===== src/rtl/spi_cmd_pkg.sv =====
package spi_cmd_pkg;
   typedef enum logic [1:0] {
      XT_FULL  = 2'd0,
      XT_READ  = 2'd1,
      XT_WRITE = 2'd2,
      XT_WALT  = 2'd3
   } xfer_type_e;

   localparam logic [2:0] A_XFER = 3'd0;
   localparam logic [2:0] A_CMD  = 3'd1;
   localparam logic [2:0] A_STAT = 3'd2;
   localparam logic [2:0] A_MASK = 3'd3;
   localparam logic [2:0] A_CLK  = 3'd4;
   localparam logic [2:0] A_TAIL = 3'd5;
   localparam logic [2:0] A_RATE = 3'd6;

   localparam logic [1:0] START_CODE = 2'b11;
   localparam logic [7:0] CLEAR_ALL  = 8'hFF;
   localparam int         PRE_W      = 4;
endpackage


===== src/rtl/spi_half_timer.sv =====
module spi_half_timer #(
   parameter int MAX_SEL = 6
) (
   input  logic       clk,
   input  logic       rst_n,
   input  logic       run,
   input  logic [2:0] sel,
   output logic       tick
);
   localparam int CW = MAX_SEL + 1;

   logic [CW-1:0] cnt_q;
   logic [CW-1:0] lim;
   logic [2:0]    eff;

   assign eff  = (sel > 3'(MAX_SEL)) ? 3'(MAX_SEL) : sel;
   assign lim  = (CW'(1) << eff) - CW'(1);
   assign tick = run && (cnt_q == lim);

   always_ff @(posedge clk or negedge rst_n) begin
      if (!rst_n)            cnt_q <= '0;
      else if (!run || tick) cnt_q <= '0;
      else                   cnt_q <= cnt_q + CW'(1);
   end
endmodule


===== src/rtl/spi_byte_bufs.sv =====
module spi_byte_bufs #(
   parameter int DEPTH = 64,
   localparam int IDX_W = $clog2(DEPTH)
) (
   input  logic             clk,
   input  logic             tx_we,
   input  logic [IDX_W-1:0] tx_waddr,
   input  logic [7:0]       tx_wdata,
   input  logic [IDX_W-1:0] tx_raddr,
   output logic [7:0]       tx_rdata,
   input  logic             rx_we,
   input  logic [IDX_W-1:0] rx_waddr,
   input  logic [7:0]       rx_wdata,
   input  logic [IDX_W-1:0] rx_raddr,
   output logic [7:0]       rx_rdata
);
   logic [7:0] tx_mem [DEPTH];
   logic [7:0] rx_mem [DEPTH];

   always_ff @(posedge clk) begin
      if (tx_we) tx_mem[tx_waddr] <= tx_wdata;
      if (rx_we) rx_mem[rx_waddr] <= rx_wdata;
   end

   assign tx_rdata = tx_mem[tx_raddr];
   assign rx_rdata = rx_mem[rx_raddr];
endmodule


===== src/rtl/spi_phase_seq.sv =====
module spi_phase_seq
   import spi_cmd_pkg::*;
#(
   parameter int DEPTH = 64,
   parameter int DEV_N = 4,
   localparam int CNT_W = $clog2(DEPTH + 1),
   localparam int IDX_W = $clog2(DEPTH),
   localparam int DEV_W = (DEV_N > 1) ? $clog2(DEV_N) : 1
) (
   input  logic             clk,
   input  logic             rst_n,
   input  logic             start,
   input  logic [CNT_W-1:0] cnt_in,
   input  logic [PRE_W-1:0] pre_in,
   input  xfer_type_e       type_in,
   input  logic [DEV_W-1:0] dev_in,
   input  logic             cpol,
   input  logic             cpha,
   input  logic             tick,
   input  logic [7:0]       tx_byte,
   input  logic             miso,
   input  logic             clr_done,
   output logic             busy,
   output logic             done,
   output logic             sclk,
   output logic             mosi,
   output logic [DEV_N-1:0] cs_n,
   output logic [IDX_W-1:0] tx_idx,
   output logic             rx_we,
   output logic [IDX_W-1:0] rx_idx,
   output logic [7:0]       rx_byte,
   output logic [CNT_W-1:0] rx_tail
);
   localparam int TOT_W = CNT_W + 1;

   logic             run_q, done_q;
   logic [3:0]       half_q;
   logic [TOT_W-1:0] bidx_q, total_q, total_new;
   logic [PRE_W-1:0] pre_q;
   xfer_type_e       type_q;
   logic [DEV_W-1:0] dev_q;
   logic [7:0]       sh_q;
   logic [CNT_W-1:0] tail_q;
   logic             in_pre, capture, last_byte, drive;

   assign total_new = TOT_W'(pre_in) + TOT_W'(cnt_in);
   assign in_pre    = bidx_q < TOT_W'(pre_q);
   assign capture   = !in_pre && (type_q == XT_FULL || type_q == XT_READ);
   assign last_byte = (bidx_q + TOT_W'(1)) == total_q;

   always_ff @(posedge clk or negedge rst_n) begin
      if (!rst_n) begin
         run_q   <= 1'b0;
         done_q  <= 1'b0;
         half_q  <= '0;
         bidx_q  <= '0;
         total_q <= '0;
         pre_q   <= '0;
         type_q  <= XT_FULL;
         dev_q   <= '0;
         sh_q    <= '0;
         tail_q  <= '0;
      end else begin
         if (clr_done) done_q <= 1'b0;
         if (start) begin
            total_q <= total_new;
            pre_q   <= pre_in;
            type_q  <= type_in;
            dev_q   <= dev_in;
            bidx_q  <= '0;
            half_q  <= '0;
            tail_q  <= '0;
            if (total_new == '0) done_q <= 1'b1;
            else                 run_q  <= 1'b1;
         end else if (run_q && tick) begin
            half_q <= half_q + 4'd1;
            if (!half_q[0]) sh_q <= {sh_q[6:0], miso};
            if (half_q == 4'hF) begin
               bidx_q <= bidx_q + TOT_W'(1);
               if (capture) tail_q <= tail_q + CNT_W'(1);
               if (last_byte) begin
                  run_q  <= 1'b0;
                  done_q <= 1'b1;
               end
            end
         end
      end
   end

   assign drive   = run_q && (in_pre || type_q != XT_READ);
   assign mosi    = drive & tx_byte[3'd7 - half_q[3:1]];
   assign sclk    = cpol ^ (run_q & (half_q[0] ^ cpha));
   assign busy    = run_q;
   assign done    = done_q;
   assign rx_tail = tail_q;
   assign tx_idx  = bidx_q[IDX_W-1:0];
   assign rx_idx  = IDX_W'(bidx_q - TOT_W'(pre_q));
   assign rx_byte = sh_q;
   assign rx_we   = run_q && tick && (half_q == 4'hF) && capture;

   for (genvar g = 0; g < DEV_N; g++) begin : g_cs
      assign cs_n[g] = !(run_q && dev_q == DEV_W'(g));
   end
endmodule


===== src/rtl/spi_cmd_master.sv =====
module spi_cmd_master
   import spi_cmd_pkg::*;
#(
   parameter int DEPTH   = 64,
   parameter int DEV_N   = 4,
   parameter int ADDR_W  = 8,
   parameter int MAX_SEL = 6
) (
   input  logic             clk,
   input  logic             rst_n,
   input  logic             bus_wr,
   input  logic [ADDR_W-1:0] bus_addr,
   input  logic [15:0]      bus_wdata,
   output logic [15:0]      bus_rdata,
   output logic             spi_sclk,
   output logic             spi_mosi,
   input  logic             spi_miso,
   output logic [DEV_N-1:0] spi_cs_n,
   output logic             irq
);
   localparam int IDX_W = $clog2(DEPTH);
   localparam int CNT_W = $clog2(DEPTH + 1);
   localparam int DEV_W = (DEV_N > 1) ? $clog2(DEV_N) : 1;

   if (DEPTH < 16 || DEPTH > 128) begin : g_bad_depth
      $error("DEPTH must lie in 16..128");
   end
   if (IDX_W > ADDR_W - 1) begin : g_bad_addr
      $error("ADDR_W too narrow for the buffer window");
   end
   if (DEV_W > 6) begin : g_bad_dev
      $error("DEV_N too large for the command word");
   end
   if (MAX_SEL < 1 || MAX_SEL > 7) begin : g_bad_sel
      $error("MAX_SEL must lie in 1..7");
   end

   logic             reg_hit, buf_hit;
   logic [2:0]       reg_idx;
   logic             start, clr_wr, busy, done, tick;
   logic [CNT_W-1:0] cnt_q, tail;
   xfer_type_e       type_q;
   logic             mask_q, cpol_q, cpha_q;
   logic [2:0]       sel_q;
   logic [IDX_W-1:0] tx_idx, rx_idx;
   logic [7:0]       tx_rd, rx_rd, rx_byte;
   logic             rx_we;
   logic             unused_wd;

   assign unused_wd = ^bus_wdata;
   assign reg_hit   = (bus_addr >> 3) == '0;
   assign buf_hit   = (bus_addr >> IDX_W) == (ADDR_W'(1) << (ADDR_W - 1 - IDX_W));
   assign reg_idx   = bus_addr[2:0];
   assign start     = bus_wr && reg_hit && reg_idx == A_CMD
                      && bus_wdata[1:0] == START_CODE && !busy;
   assign clr_wr    = bus_wr && reg_hit && reg_idx == A_STAT
                      && bus_wdata[7:0] == CLEAR_ALL;

   always_ff @(posedge clk or negedge rst_n) begin
      if (!rst_n) begin
         cnt_q  <= '0;
         type_q <= XT_FULL;
         mask_q <= 1'b0;
         sel_q  <= '0;
         cpol_q <= 1'b0;
         cpha_q <= 1'b0;
      end else if (bus_wr && reg_hit) begin
         case (reg_idx)
            A_XFER: begin
               cnt_q  <= bus_wdata[CNT_W-1:0];
               type_q <= xfer_type_e'(bus_wdata[9:8]);
            end
            A_MASK: mask_q <= bus_wdata[0];
            A_CLK:  {cpha_q, cpol_q, sel_q} <= bus_wdata[4:0];
            A_RATE: sel_q <= bus_wdata[2:0];
            default: ;
         endcase
      end
   end

   always_comb begin
      bus_rdata = '0;
      if (buf_hit) begin
         bus_rdata[7:0] = rx_rd;
      end else if (reg_hit) begin
         case (reg_idx)
            A_XFER: begin
               bus_rdata[CNT_W-1:0] = cnt_q;
               bus_rdata[9:8]       = type_q;
            end
            A_STAT: bus_rdata[1:0] = {busy, done};
            A_MASK: bus_rdata[0]   = mask_q;
            A_CLK:  bus_rdata[4:0] = {cpha_q, cpol_q, sel_q};
            A_TAIL: bus_rdata[CNT_W-1:0] = tail;
            default: ;
         endcase
      end
   end

   spi_half_timer #(.MAX_SEL(MAX_SEL)) u_timer (
      .clk(clk), .rst_n(rst_n), .run(busy), .sel(sel_q), .tick(tick)
   );

   spi_byte_bufs #(.DEPTH(DEPTH)) u_bufs (
      .clk(clk),
      .tx_we(bus_wr && buf_hit), .tx_waddr(bus_addr[IDX_W-1:0]),
      .tx_wdata(bus_wdata[7:0]), .tx_raddr(tx_idx), .tx_rdata(tx_rd),
      .rx_we(rx_we), .rx_waddr(rx_idx), .rx_wdata(rx_byte),
      .rx_raddr(bus_addr[IDX_W-1:0]), .rx_rdata(rx_rd)
   );

   spi_phase_seq #(.DEPTH(DEPTH), .DEV_N(DEV_N)) u_seq (
      .clk(clk), .rst_n(rst_n), .start(start),
      .cnt_in(cnt_q), .pre_in(bus_wdata[7:4]), .type_in(type_q),
      .dev_in(bus_wdata[8 +: DEV_W]), .cpol(cpol_q), .cpha(cpha_q),
      .tick(tick), .tx_byte(tx_rd), .miso(spi_miso), .clr_done(clr_wr),
      .busy(busy), .done(done), .sclk(spi_sclk), .mosi(spi_mosi),
      .cs_n(spi_cs_n), .tx_idx(tx_idx), .rx_we(rx_we), .rx_idx(rx_idx),
      .rx_byte(rx_byte), .rx_tail(tail)
   );

   assign irq = done & mask_q;
endmodule


===== config.mk =====
export PLATFORM = sky130hd
export DESIGN_NAME = spi_cmd_master
export DESIGN_NICKNAME = d
export VERILOG_FILES = /design/src/rtl/spi_cmd_pkg.sv /design/src/rtl/spi_half_timer.sv /design/src/rtl/spi_byte_bufs.sv /design/src/rtl/spi_phase_seq.sv /design/src/rtl/spi_cmd_master.sv
export SDC_FILE = /design/constraint.sdc
export NUM_CORES = 1
export LEC_CHECK = 0
export BUFFER_PORTS_ARGS = -buffer_cell sky130_fd_sc_hd__buf_2
export CAP_MARGIN = 5
export CORE_MARGIN = 4
export CORE_UTILIZATION = 53
export CTS_BUF_LIST = sky130_fd_sc_hd__clkbuf_4
export CTS_CLUSTER_SIZE = 14
export DETAILED_ROUTE_END_ITERATION = 16
export GPL_TIMING_DRIVEN = 0
export PLACE_DENSITY = 0.71
export SETUP_SLACK_MARGIN = 0.02
export SLEW_MARGIN = 5
export SYNTH_ARGS = -nofsm -noshare
export SYNTH_HDL_FRONTEND = slang
export SYNTH_SLANG_ARGS = --single-unit

===== constraint.sdc =====
create_clock -name clk -period 4 [get_ports clk]
set_input_delay 0.8 -clock clk [delete_from_list [all_inputs] [get_ports clk]]
set_output_delay 0.8 -clock clk [all_outputs]
set_load 0.01 [all_outputs]

==> reports/metrics.yaml <==
timing:
  rsz0062_at_grt: "true"
  max_slew_margin_pct: 8.94
  finalHoldViolCount: 0
  drv_slew: 0
  timing.final.ws_setup_ns: -0.939
  finalClockSkew_ns: 0.0939
  whs_ns: 0.207
  finalSetupViolations: 96
  period_share_pct: 123
  fmax_mhz: 202
  tightest_slew_ns: 1.37
  period_needed_ns: 4.94
critical_path:
  required_ns: 3.20
  cp_max_fo: 6
  regToRegStartpoint: "u_seq.bidx_q[0]"
  reg2reg_slack_ns: -0.07
  worstSetupStartpointType: "flop"
  worstRegToRegCells: 15
  worstSetupPathType: "reg2out"
  cp_data_arrival_time_ns: 4.14
  r2r_end: "u_bufs.rx_mem[12][3]"
  end_kind: "output port"
drt:
  avgRoutedWirePerCell_um: 31.4
  num_vias: 24800
  first_pass_iters: 5
  drc_errors: 0
  routed_wl_mm: 121
  ant_nets: 0
  routed_via_density: 6.45
  drt_iter0_drc: 2969
hold_path:
  hold_depth: 3
  min_to: "cpol_q"
  hp-class: "in2reg"
  worstHoldStart: "bus_wr"
layout:
  final_common_cell: "edfxtp_1"
  nets: 2661
  drive_gt1_share_pct: 37.4
  fin_area_um2: 50600
  synthToLayoutAreaGrowth_pct: 15.3
  layout_common_cells: "edfxtp_1, clkbuf_4, mux4_2"
global_routing:
  antenna_found_initial: 5
  grt_start_max_net_pins: 70
  grt.total_usage_pct: 28.0
  grt.overflow.total: 0
  grt_pass1_wl_mm: 173
  first_global_vias: 25000
floorplanning:
  die-width_um: 296
  die-height_um: 296
  initial_core_util_pct: 53.5
  io_pins: 51
  core_um2: 82100
  num_rows: 105
  dieArea_um2: 87500
place:
  place_congestion: 0.945
  dp_hpwl_mm: 76.7
  placed_cell_area_um2: 45600
  io_buffers: 36
  preCtsSetupSlack_ns: -1.60
outcome:
  status: "complete, but fails checks"
  violations: "setup timing"
clock_network:
  clk_pin_slew_ns: 0.08
  cts_tree: "yes"
  htreeDepth: 5
  cts_num_sinks: 1091
  insertion_delay_ns: 1.11
  root_buffer: "clkbuf_4"
  clock_path_buffers: 4
  numCtsBuffers: 282
synthesis:
  ys.warnings.count: 0
  synth-edff-count: 1024
  yosys.cell_types.count: 65
  synth_top_area_share_pct: 70.1
  synth_area_leaders: "edfxtp_1, mux4_2, dfrtp_1, nor2_1, mux2i_1"
  post_synth.cell_area_avg_um2: 19.6
  synth_ff_type: "edfxtp_1"
  syn_inst: 2234
  seq_area_frac_synth_pct: 73.9
  async_flop_share_pct: 6.14
  yosys.area.top_type: "edfxtp_1"
  netlist_area_um2: 43900
  synth_seq_cells: 1091
power_and_ir_drop:
  power_w: 0.0279
  p_leak_nw: 15.7
  vdd_drop_max_v: 0.000311
  power_density_nw_per_um2: 551
flow_run:
  maxCapViolCount: 0
## power by group
group | switching (W) | internal (W) | leakage (nW) | total (W)
logic | 0.00408 | 0.00250 | 4.66 | 0.00659
clock network | 0.00423 | 0.00441 | 1.89 | 0.00864
registers | 0.000127 | 0.0125 | 9.19 | 0.0126
total | 0.00844 | 0.0194 | 15.7 | 0.0279
## state kept, by name (all words and copies together) (netlist names), 2 cells and up
| register | count |
|---|---|
| sel_q | 3 |
| type_q | 2 |
| u_seq.rx_tail | 7 |
| u_seq.total_q | 8 |
| u_seq.pre_q | 4 |
| u_seq.type_q | 2 |
| cnt_q | 7 |
| u_bufs.rx_mem | 512 |
| u_bufs.tx_mem | 512 |
| u_timer.cnt_q | 7 |
| u_seq.dev_q | 2 |
| u_seq.bidx_q | 8 |
| u_seq.half_q | 4 |
| u_seq.rx_byte | 8 |
## timing repair
| action | CTS | global route |
|---|---|---|
| setup endpoints to repair | 523 | 334 |
| pin swaps | 26 | 18 |
| endpoints found under the hold margin | 72 | 0 |
| cloned | 0 | 1 |
| hold buffers | 4 | 0 |
| gates resized for setup | 303 | 92 |
| setup buffers | 31 | 16 |
## worst max-delay path, stage by stage (launching register included)
cell and delay (ns):
dfrtp_1 0.40, buf_6 0.16, buf_12 0.14, buf_12 0.12, buf_16 0.13, buf_12 0.13, clkinv_4 0.04, ha_4 0.11
inv_2 0.04, fa_2 0.34, a21o_1 0.20, a21oi_4 0.18, a31oi_4 0.12, a21boi_4 0.27, and3b_1 0.18, nand4_1 0.09
a2bb2oi_2 0.24, buf_2 0.17
## cells in the mapped netlist, drive strengths merged, types with 16 or more instances
cell type and count:
edfxtp 1024, mux4 272, nor2 180, nand2 78, buf 75, dfrtp 67, mux2i 65, clkbuf 44
o21ai 37, mux2 35, nand3 33, a21oi 32, nor2b 27, nand2b 22, o22ai 22, inv 17
xor2 17, nor3 16
## metal layers
| metal | part of all wire, % | global-route usage [%] |
|---|---|---|
| met3 | 9.4 | 6.77 |
| met4 | 5.1 | 13.9 |
| met5 | 0.011 | 0 |
| met1 | 36 | 36.2 |
| met2 | 49 | 45.0 |
## how the worst max path moves through the flow
stage / startpoint / to / slack (ns) / cells past startpoint
global placement: bus_addr[2] / bus_rdata[4] / -1.56 / 8
finish: u_seq.bidx_q[0] / spi_mosi / -0.94 / 17
global route: u_seq.bidx_q[0] / spi_mosi / -1.04 / 17
detailed placement: bus_addr[2] / bus_rdata[4] / -1.60 / 8
CTS: u_seq.bidx_q[0] / spi_mosi / -0.93 / 17
floorplan: u_seq.bidx_q[0] / spi_mosi / 0.05 / 16
## through the flow
step / utilization (%) / std cells / TNS, ns
final: 61.6 / 3846 / -3.95
after global routing: 61.6 / 3841 / -17.24
after CTS: 60.9 / 3821 / -2.27
after detailed placement: 55.5 / 3353 / -1003.67
after global placement: 55.3 / 3345 / -966.39
after floorplan: - / 2239 / 0
## logic make-up after synthesis
family,count (synthesis),share of synthesized area (%)
fa+ha+maj,14,0.433
simple gates,427,4.62
compound gates,160,2.37
other cells,1,0.00854
xor+xnor,32,0.639
mux,372,16.4
flops,1091,73.9
buf+inv,137,1.70
## final cells by class
class	instances	area (um2)
clock buffers	386	2900
plain buffers	118	1180
diodes	8	20.0
flip-flops and latches	1091	32400
well taps	1070	1340
fillers	5756	31500
inverters	18	72.6
clock inverters	47	188
multi-input cells	1011	11600
repair buffers	97	877
Power figures use the tool's default switching activity.
